File: src/rtl/ecc68_pkg.sv
package ecc68_pkg;
  parameter int DATA_W = 68;
  parameter int SYN_W  = 7;
  localparam int CHK_W    = SYN_W + 1;
  localparam int LAST_POS = DATA_W + SYN_W;

  // Codeword position of data bit j: j-th non power of two from 3 upward.
  function automatic int dpos(input int j);
    int n;
    int r;
    n = 0;
    r = 0;
    for (int p = 3; p < 4096; p++) begin
      if ((p & (p - 1)) != 0) begin
        if (n == j && r == 0) r = p;
        n++;
      end
    end
    return r;
  endfunction
endpackage

File: src/rtl/ecc68_classify.sv
// Decides correct / flag from syndrome and parity error.
module ecc68_classify #(
  parameter int SYN_W    = ecc68_pkg::SYN_W,
  parameter int LAST_POS = ecc68_pkg::LAST_POS
) (
  input  logic [SYN_W-1:0] syn,
  input  logic             par_err,
  output logic             fix_en,
  output logic             corr,
  output logic             uncorr,
  output logic             chk_only
);
  localparam logic [SYN_W-1:0] MAXP = SYN_W'(LAST_POS);

  logic syn_nz, pow2, in_range;

  always_comb begin
    syn_nz   = |syn;
    pow2     = syn_nz && ((syn & (syn - 1'b1)) == '0);
    in_range = syn <= MAXP;
    chk_only = par_err && (!syn_nz || pow2);
    fix_en   = par_err && syn_nz && !pow2 && in_range;
    corr     = chk_only || fix_en;
    uncorr   = (!par_err && syn_nz) || (par_err && !in_range);
  end

  always_comb begin

    even_err_uncorr_chk: assert (par_err || !syn_nz || (uncorr && !corr));

    range_uncorr_chk: assert (!(par_err && syn > MAXP) || (uncorr && !fix_en));
  end
endmodule

File: config.mk
export PLATFORM = sky130hd
export DESIGN_NAME = ecc68_classify
export DESIGN_NICKNAME = d
export VERILOG_FILES = /design/src/rtl/ecc68_pkg.sv /design/src/rtl/ecc68_classify.sv
export SDC_FILE = /design/constraint.sdc
export NUM_CORES = 1
export LEC_CHECK = 0
export ABC_CLOCK_PERIOD_IN_PS = 2330
export BUFFER_PORTS_ARGS = -buffer_cell sky130_fd_sc_hd__buf_2
export CORE_AREA = 2 2 39 41
export DETAILED_ROUTE_END_ITERATION = 10
export DIE_AREA = 0 0 41 43
export GPL_TIMING_DRIVEN = 0
export PLACE_DENSITY_LB_ADDON = 0.08
export SYNTH_ARGS = -nofsm -noshare
export SYNTH_HDL_FRONTEND = slang
export SYNTH_SLANG_ARGS = --single-unit
File: constraint.sdc
create_clock -name vclk -period 2.33
set_input_delay 0.466 -clock vclk [all_inputs]
set_output_delay 0.466 -clock vclk [all_outputs]
set_load 0.005 [all_outputs]
Word level (Yosys, flattened, before mapping)
Cells that the tools add are included.
{"block": "word_totals", "ff_bits": 0, "output_inout_bits": 4, "word_cells": 19}
{"block": "op_classes", "add_sub_neg": 1, "order_cmp": 1, "bitwise": 1, "reduce_logical": 16}
{"cell": "$and A7 B7 Y7", "count": 1}
{"cell": "$le A7 B7 Y1 const B", "count": 1}
{"cell": "$logic_and A1 B1 Y1", "count": 7}
{"cell": "$logic_not A7 Y1", "count": 1}
{"cell": "$reduce_or A7 Y1", "count": 1}
{"cell": "$sub A7 B1 Y7 const B", "count": 1}
{"cell": "$logic_not A1 Y1", "count": 4}
{"cell": "$logic_or A1 B1 Y1", "count": 3}

Logic depth before layout (Yosys ltp)
Gate-level depths: netlist of run 1.
{"block": "logic_depth", "ltp_word": 8, "ltp_mapped": 3, "ltp_nobuf": 3}

Worst setup path before layout of run 1
Ideal clock, no wire load.
{"block": "synth_timing", "path_type": "input -> output", "startpoint": "input syn[3]", "endpoint": "output fix_en", "arrival_time_ns": 1.608, "t_required_ns": 1.864, "setup_slack_ns": 0.256, "stages": 3, "cell_sequence": "or4_4 maj3_2 o31a_1"}
{"block": "synth_between", "elab_chain_cells": 7}
{"item": "start, declared", "line_no": "ecc68_classify.sv:6", "text": "input logic [SYN_W-1:0] syn,"}
{"item": "$sub A7 B1 Y7", "line_no": "ecc68_classify.sv:19", "text": "pow2 = syn_nz && ((syn & (syn - 1'b1)) == '0);"}
{"item": "$and A7 B7 Y7", "line_no": "ecc68_classify.sv:19"}
{"item": "$logic_not A7 Y1", "line_no": "ecc68_classify.sv:19"}
{"item": "$logic_and A1 B1 Y1", "line_no": "ecc68_classify.sv:19"}
{"item": "$logic_not A1 Y1", "line_no": "ecc68_classify.sv:22", "text": "fix_en = par_err && syn_nz && !pow2 && in_range;"}
{"item": "$logic_and A1 B1 Y1", "line_no": "ecc68_classify.sv:22"}
{"item": "$logic_and A1 B1 Y1 (*)", "line_no": "ecc68_classify.sv:22"}
{"item": "end, declared", "line_no": "ecc68_classify.sv:8", "text": "output logic fix_en,"}
Every way passes the cells marked *; elsewhere a longest branch is shown, timed or not.

Final worst setup path of run 1
{"block": "layout_timing", "startpoint": "input syn[2]", "endpoint": "output fix_en"}
The elaborated chain is that of the path after synthesis.

==> results of run 1 <==
-- how the worst max path moves through the flow --
stage	end	cells after the start	startpoint
finish	fix_en	5	syn[2]
global route	fix_en	5	syn[2]
CTS	fix_en	5	syn[0]
detailed placement	chk_only	5	syn[3]
global placement	fix_en	5	syn[3]
floorplan	fix_en	3	syn[3]
-- kinds of logic after synthesis --
family                   Yosys count  share of synthesized area [%]
AO/OA/AOI/OAI                      5                           41.2
adder cells (fa/ha/maj)            1                           10.6
AND/OR/NAND/NOR                    7                           48.2
-- through the flow --
step	cells	instance area [um2]	setup TNS (ns)	power (mW)	hold WS (ns)
3_3_place_gp	41	186	-0.0131	0.0278	1.26
4_1_cts	41	186	0	0.0279	1.28
2_1_floorplan	13	106	0	0.0119	1.05
3_5_place_dp	41	186	-0.0217	0.0278	1.27
5_1_grt	41	200	0	0.0331	1.31
6_report	41	200	0	0.0299	1.28
-- worst min-delay path, stage by stage --
cell	delay [ns]
buf_2	0.11
nor4_1	0.05
nor2_1	0.07
buf_2	0.11
-- synth_stat cells, drive strengths merged --
cell type / n
nor4b: 1
o31a: 2
a21boi: 1
maj3: 1
or4: 1
a211o: 1
a211oi: 1
nor3: 3
nor2: 1
nor4: 1
-- power breakdown --
part	switching [mW]	leakage, nW	internal (mW)	total [mW]
Sequential	0	0	0	0
Combinational	0.0140	0.0808	0.0159	0.0299
Clock	0	0	0	0
Total	0.0140	0.0808	0.0159	0.0299
-- timing repair --
action | CTS | global route
setup endpoints to repair | 2 | 2
pin swaps | 2 | 4
gates resized for setup | 0 | 3
-- layer usage --
metal	wire length, um	GRT usage (%)	share of wire (%)	vias to the layer above
met1	166	5.70	48	67
li1	-	-	-	82
met3	55	0	16	0
met4	0	0	0	0
met2	121	6.25	35	10
met5	0	0	0	-
-- area by class of cell --
cell class                      count  area, um2  share of cell area (%)
Multi-Input combinational cell     13        114                    56.9
Timing Repair Buffer               12       66.3                    33.1
Tap cell                           16       20.0                    10.0
==> flow_summary.toml, run 1 <==
[logic_synthesis]
synth_nets = 21
syn_inst = 13
synth_top_area_share_pct = 14.1
yosysWarnings = 0
synth_area_leader_cell = "nor3_1"
synth_cell_types = 11
synthTopCellsByArea = "nor3_1 (14%), nor4b_2 (14%), maj3_2 (11%)"
ys_seq_area_share_pct = 0
netlist_area_um2 = 106
avgSynthCellArea_um2 = 8.18

[setup_path]
crit_required_ns = 1.86
crit_family = "simple AND/OR/NAND/NOR gates"
arrival_ns = 1.83
worstPathCellList = "buf_2 -> or4_4 -> maj3_2 -> o31a_1 -> buf_2"
cpMostUsedCell = "buf_2"
cp_max_fo = 4
start_kind = "input pin"
slowest_stage = "or4_4"
max_stage_delay_ns = 0.53
path_buf_inv = 2
endpoint_kind = "output pin"
crit_type = "input pin to output pin"

[sta]
slew_headroom_pct = 78.9
fmax_ghz = 0.436
setup_viol = 0
hold_viol_final = 0
fin_crit_ns = 2.30
period_share_pct = 98.5
worst_slew_pin_slew_ns = 0.314
drv_slew = 0
finalWorstSetupSlack_ns = 0.0349
rsz0062_at_grt = "false"

[min_path]
min_from = "syn[4]"
whs_path_depth = 4
hp-class = "input pin to output pin"
min_delay_worst_endpoint = "uncorr"

[run]
max_cap_violations = 0

[route]
drt-wirelength-per-cell_um = 8.39
ant_nets = 0
drtIter0Drc = 0
drt-total-wl_um = 344
via_count = 159
drc = 0
via_per_inst = 3.88
first_pass_iters = 1

[place]
place.gp.congestion = 0.540
pre_cts_ws_ns = -0.0110
port_buffers = 12

[cells_and_area]
final_cell_mix = "buf_2 (11), nor3_1 (3)"
area_delta_synth_final_pct = 88.2
layout-drive-gt1-share_pct = 68.0
fillCellCount = 160
clock_buffers = 0
regArea_um2 = 0
seq_cells = 0
final_nets = 35
final_util_pct = 14.5
final_common_cell = "buf_2"
n_antenna_cell = 0

[power]
p_leak_nw = 0.0808
ir_drop_mv = 0.0411
powerDensity_nw_per_um2 = 149

[clocking]
hold_buffers = 0
post_cts_buffers = 0

[global_route]
antenna_found_initial = 0
grt_pass1_vias = 139
grt_max_degree = 5
grt_usage_pct = 3.80
gr-total-overflow = 0
grt_first_pass_wirelength_um = 503

[floorplanning]
dieArea_um2 = 1760
start_util_pct = 7.69
row_count = 14
die_y_um = 43
ioPinCount = 12
core-area_um2 = 1380
fp.dieW_um = 41

[run_status]
status = "completed"
Power figures use the tool's default switching activity.
==> inputs of run 2 (changes only) <==
--- a/config.mk
+++ b/config.mk
@@ -5,8 +5,10 @@
 export SDC_FILE = /design/constraint.sdc
 export NUM_CORES = 1
 export LEC_CHECK = 0
+export ABC_AREA = 1
 export ABC_CLOCK_PERIOD_IN_PS = 2330
 export BUFFER_PORTS_ARGS = -buffer_cell sky130_fd_sc_hd__buf_2
+export CAP_MARGIN = 20
 export CORE_AREA = 2 2 39 41
 export DETAILED_ROUTE_END_ITERATION = 10
 export DIE_AREA = 0 0 41 43
==> flow_summary.toml, run 2 <==
[run_status]
status = "completed"

[floorplanning]
fp.dieW_um = 41
ioPinCount = 12
start_util_pct = 8.86
core-area_um2 = 1380
row_count = 14
dieArea_um2 = 1760
die_y_um = 43

[global_route]
grt_first_pass_wirelength_um = 503
grt_max_degree = 4
grt_pass1_vias = 139
gr-total-overflow = 0
grt_usage_pct = 3.80
antenna_found_initial = 0

[route]
via_per_inst = 3.00
drt-wirelength-per-cell_um = 6.57
drt-total-wl_um = 335
ant_nets = 0
drc = 0
drtIter0Drc = 3
via_count = 153
first_pass_iters = 2

[place]
port_buffers = 12
place.gp.congestion = 0.568
pre_cts_ws_ns = 0.668
dp_hpwl_um = 318
place_inst = 51

[logic_synthesis]
yosys.area_share.simple_pct = 77.6
synth_top_family_by_area = "simple AND/OR/NAND/NOR gates"
synth_top_area_share_pct = 27.6
synthTopCellsByArea = "nand2_1 (28%), a21oi_4 (13%), nor2_2 (10%)"
synthTopCellsByCount = "nand2_1 (9), inv_1 (3), nor2_1 (3)"
synth_compound_area_share_pct = 13.3
synth_xor_area_share_pct = 0
yosysWarnings = 0
synthAdderAreaFrac_pct = 0
synthMuxAreaShare_pct = 0
ys_seq_area_share_pct = 0
synth_cell_types = 9
netlist_area_um2 = 123
syn_inst = 23
synth.most_common_cell = "nand2_1"
synth_nets = 31
avgSynthCellArea_um2 = 5.33
synth_area_leader_cell = "nand2_1"

[cells_and_area]
final_nets = 45
area_delta_synth_final_pct = 65.3
n_antenna_cell = 0
clock_buffers = 0
fillCellCount = 166
final_cell_mix = "buf_2 (12), nand2_1 (9), inv_1 (3), nor2_1 (3)"
regArea_um2 = 0
final_common_cell = "buf_2"
final_util_pct = 14.6
stdcell_count = 51
layout-drive-gt1-share_pct = 51.4
seq_cells = 0

[setup_path]
cp_max_fo = 3
crit_required_ns = 1.86
arrival_ns = 1.18
endpoint_kind = "output pin"
crit_type = "input pin to output pin"
start_kind = "input pin"

[sta]
fin_crit_ns = 1.65
period_share_pct = 70.8
tns_ns = 0
worst_slew_pin_slew_ns = 0.139
rsz0062_at_grt = "false"
finalHoldWorstSlack_ns = 1.24
setup_viol = 0
fmax_ghz = 0.607
slew_headroom_pct = 90.7
drv_slew = 0
hold_viol_final = 0
finalWorstSetupSlack_ns = 0.681

[min_path]
hp-class = "input pin to output pin"

[clocking]
cts-resized-gates = 0
hold_buffers = 0
post_cts_buffers = 0

[run]
max_cap_violations = 0

[power]
p_leak_nw = 0.112
ir_drop_mv = 0.0291
powerDensity_nw_per_um2 = 145
[run 2: routing by layer]
metal / vias up / global-route usage (%) / wire length (um)
met2: 5 / 7.19 / 159
met4: 0 / 0 / 0
met3: 0 / 0 / 24
met5: - / 0 / 0
met1: 54 / 4.75 / 151
li1: 94 / - / -
[run 2: worst max-delay path, cell delays in order]
cell	delay [ns]
buf_2	0.11
nor2_2	0.15
nand3_1	0.11
nand2_1	0.09
nand3_2	0.07
nand2_1	0.06
inv_1	0.03
buf_2	0.11
[run 2: area by class of cell]
type / count / area (um2) / area share (%)
repair buffers: 12 / 60.1 / 29.6
multi-input cells: 20 / 111 / 54.9
well taps: 16 / 20.0 / 9.88
inverters: 3 / 11.3 / 5.56
[run 2: path summary, 6_finish.rpt]
kind	from	to	cells after the start	slack, ns
max	syn[3]	fix_en	8	0.68
min	syn[6]	corr	3	1.24
[run 2: kinds of logic (layout without fill, tap and decap cells)]
group                  Yosys count  after routing
AO/OA/AOI/OAI                    1              1
buffers and inverters            3             15
AND/OR/NAND/NOR                 19             19
[run 2: where the power goes]
group          internal, mW  leakage, nW  switching (mW)
Combinational        0.0133        0.112          0.0161
Sequential                0            0               0
Clock                     0            0               0
[run 2: stage by stage]
step                      area, um2  power, mW
after floorplan                 123     0.0146
after global routing            203     0.0338
final                           203     0.0294
after global placement          203     0.0298
after detailed placement        203     0.0300
after CTS                       203     0.0300
==> inputs of run 3 (changes only) <==
--- a/config.mk
+++ b/config.mk
@@ -5,8 +5,8 @@
 export SDC_FILE = /design/constraint.sdc
 export NUM_CORES = 1
 export LEC_CHECK = 0
-export ABC_AREA = 1
-export ABC_CLOCK_PERIOD_IN_PS = 2330
+export ABC_AREA = 0
+export ABC_CLOCK_PERIOD_IN_PS = 1400
 export BUFFER_PORTS_ARGS = -buffer_cell sky130_fd_sc_hd__buf_2
 export CAP_MARGIN = 20
 export CORE_AREA = 2 2 39 41
==> constraint.sdc (replaced) <==
create_clock -name vclk -period 1.4
set_input_delay 0.28 -clock vclk [all_inputs]
set_output_delay 0.28 -clock vclk [all_outputs]
set_load 0.005 [all_outputs]
==> flow_summary.toml, run 3 (synthesized netlist as in run 1, its figures left out) <==
[run_status]
status = "finished, violations left"
violations = "negative setup slack"

[cells_and_area]
fin_area_um2 = 230
final_util_pct = 16.6
final_cell_mix = "buf_2 (10), nor3_1 (3)"
final_nets = 36
n_antenna_cell = 0
final_common_cell = "buf_2"
layout-drive-gt1-share_pct = 73.1
stdcell_count = 42
seq_cells = 0
area_delta_synth_final_pct = 116
regArea_um2 = 0
clock_buffers = 0

[global_route]
grt_usage_pct = 5.00
grt_busiest_layer = "met2"
grt_first_pass_wirelength_um = 676
gr-usage-met2_pct = 7.81
grt.met1_usage_pct = 7.59
grt_max_degree = 5
antenna_found_initial = 0
grt_use_met3_pct = 0.524
gr-total-overflow = 0
grt_pass1_vias = 157

[floorplanning]
row_count = 14
core-area_um2 = 1380
ioPinCount = 12
start_util_pct = 7.69
fp.dieW_um = 41
die_y_um = 43
dieArea_um2 = 1760

[setup_path]
endpoint_kind = "output pin"
slowest_stage = "or4_4"
worstPathCellList = "buf_8 -> or4_4 -> maj3_2 -> o31a_1 -> buf_2"
crit_type = "input pin to output pin"
start_kind = "input pin"
max_stage_delay_ns = 0.54
cp_max_fo = 3
crit_required_ns = 1.12
arrival_ns = 1.63

[sta]
slew_headroom_pct = 70.8
fmax_ghz = 0.525
hold_viol_final = 0
rsz0062_at_grt = "true"
setup_viol = 3
drv_slew = 0
tns_ns = -1.18
worst_slew_pin_slew_ns = 0.435
finalWorstSetupSlack_ns = -0.505
period_share_pct = 136
fin_crit_ns = 1.91

[route]
drtIter0Drc = 1
via_count = 174
drc = 0
drt-total-wl_um = 392
first_pass_iters = 4
ant_nets = 0
drt-wirelength-per-cell_um = 9.33
via_per_inst = 4.14

[min_path]
hp-class = "input pin to output pin"
whs_path_depth = 3

[power]
powerDensity_nw_per_um2 = 260
total_power_mw = 0.0599
p_leak_nw = 0.0964
ir_drop_mv = 0.0606

[clocking]
hold_buffers = 0

[place]
dpl_cell_area_um2 = 186
port_buffers = 12
place.gp.congestion = 0.540
place_inst = 41

[run]
max_cap_violations = 0
## run 3: changes by cell type in the layout (fill, tap and decap cells not counted), moves of 2 or more
| cell | previous run | this run |
|---|---|---|
| nand2_1 | 9 | 0 |
| inv_1 | 3 | 0 |
| nor3_1 | 0 | 3 |
| buf_2 | 12 | 10 |
| nand3_1 | 2 | 0 |
| nor2_1 | 3 | 1 |
| nor2_2 | 2 | 0 |
## run 3: stage by stage
| stage | worst slack, ns | hold WS, ns |
|---|---|---|
| 4_1_cts | -0.504 | 0.896 |
| 2_1_floorplan | -0.276 | 0.675 |
| 3_3_place_gp | -0.549 | 0.890 |
| 3_5_place_dp | -0.558 | 0.881 |
| 5_1_grt | -0.563 | 0.918 |
| 6_report | -0.505 | 0.887 |
## run 3: area by class of cell
| type | count | area (um2) |
|---|---|---|
| Tap cell | 16 | 20.0 |
| Fill cell | 161 | 1150 |
| Multi-Input combinational cell | 13 | 126 |
| Timing Repair Buffer | 13 | 83.8 |
## run 3: power breakdown
part	total (mW)	leakage [nW]	internal, mW	switching, mW
registers	0	0	0	0
clock network	0	0	0	0
logic	0.0599	0.0964	0.0330	0.0269
## run 3: what timing repair did
| item | 4_1_cts | 5_1_grt |
|---|---|---|
| resized for setup | 5 | 2 |
| endpoints found under the setup margin | 4 | 4 |
| buffers inserted | 1 | 0 |
| cloned | 0 | 0 |
| pin swaps | 3 | 1 |
## run 3: critical path: cells and delay by family
kind                     cells  cell delay [ns]
AND/OR/NAND/NOR              1             0.54
adder cells (fa/ha/maj)      1             0.34
AO/OA/AOI/OAI                1             0.24
buffers and inverters        2             0.21
## run 3: worst paths after layout
path  startpoint      to  slack (ns)
min       syn[6]    corr        0.89
max       syn[0]  fix_en       -0.51
## run 3: layer usage
| metal | routed length (um) | share of wire (%) |
|---|---|---|
| met2 | 160 | 41 |
| met5 | 0 | 0 |
| met3 | 49 | 13 |
| met1 | 181 | 46 |
| met4 | 0 | 0 |
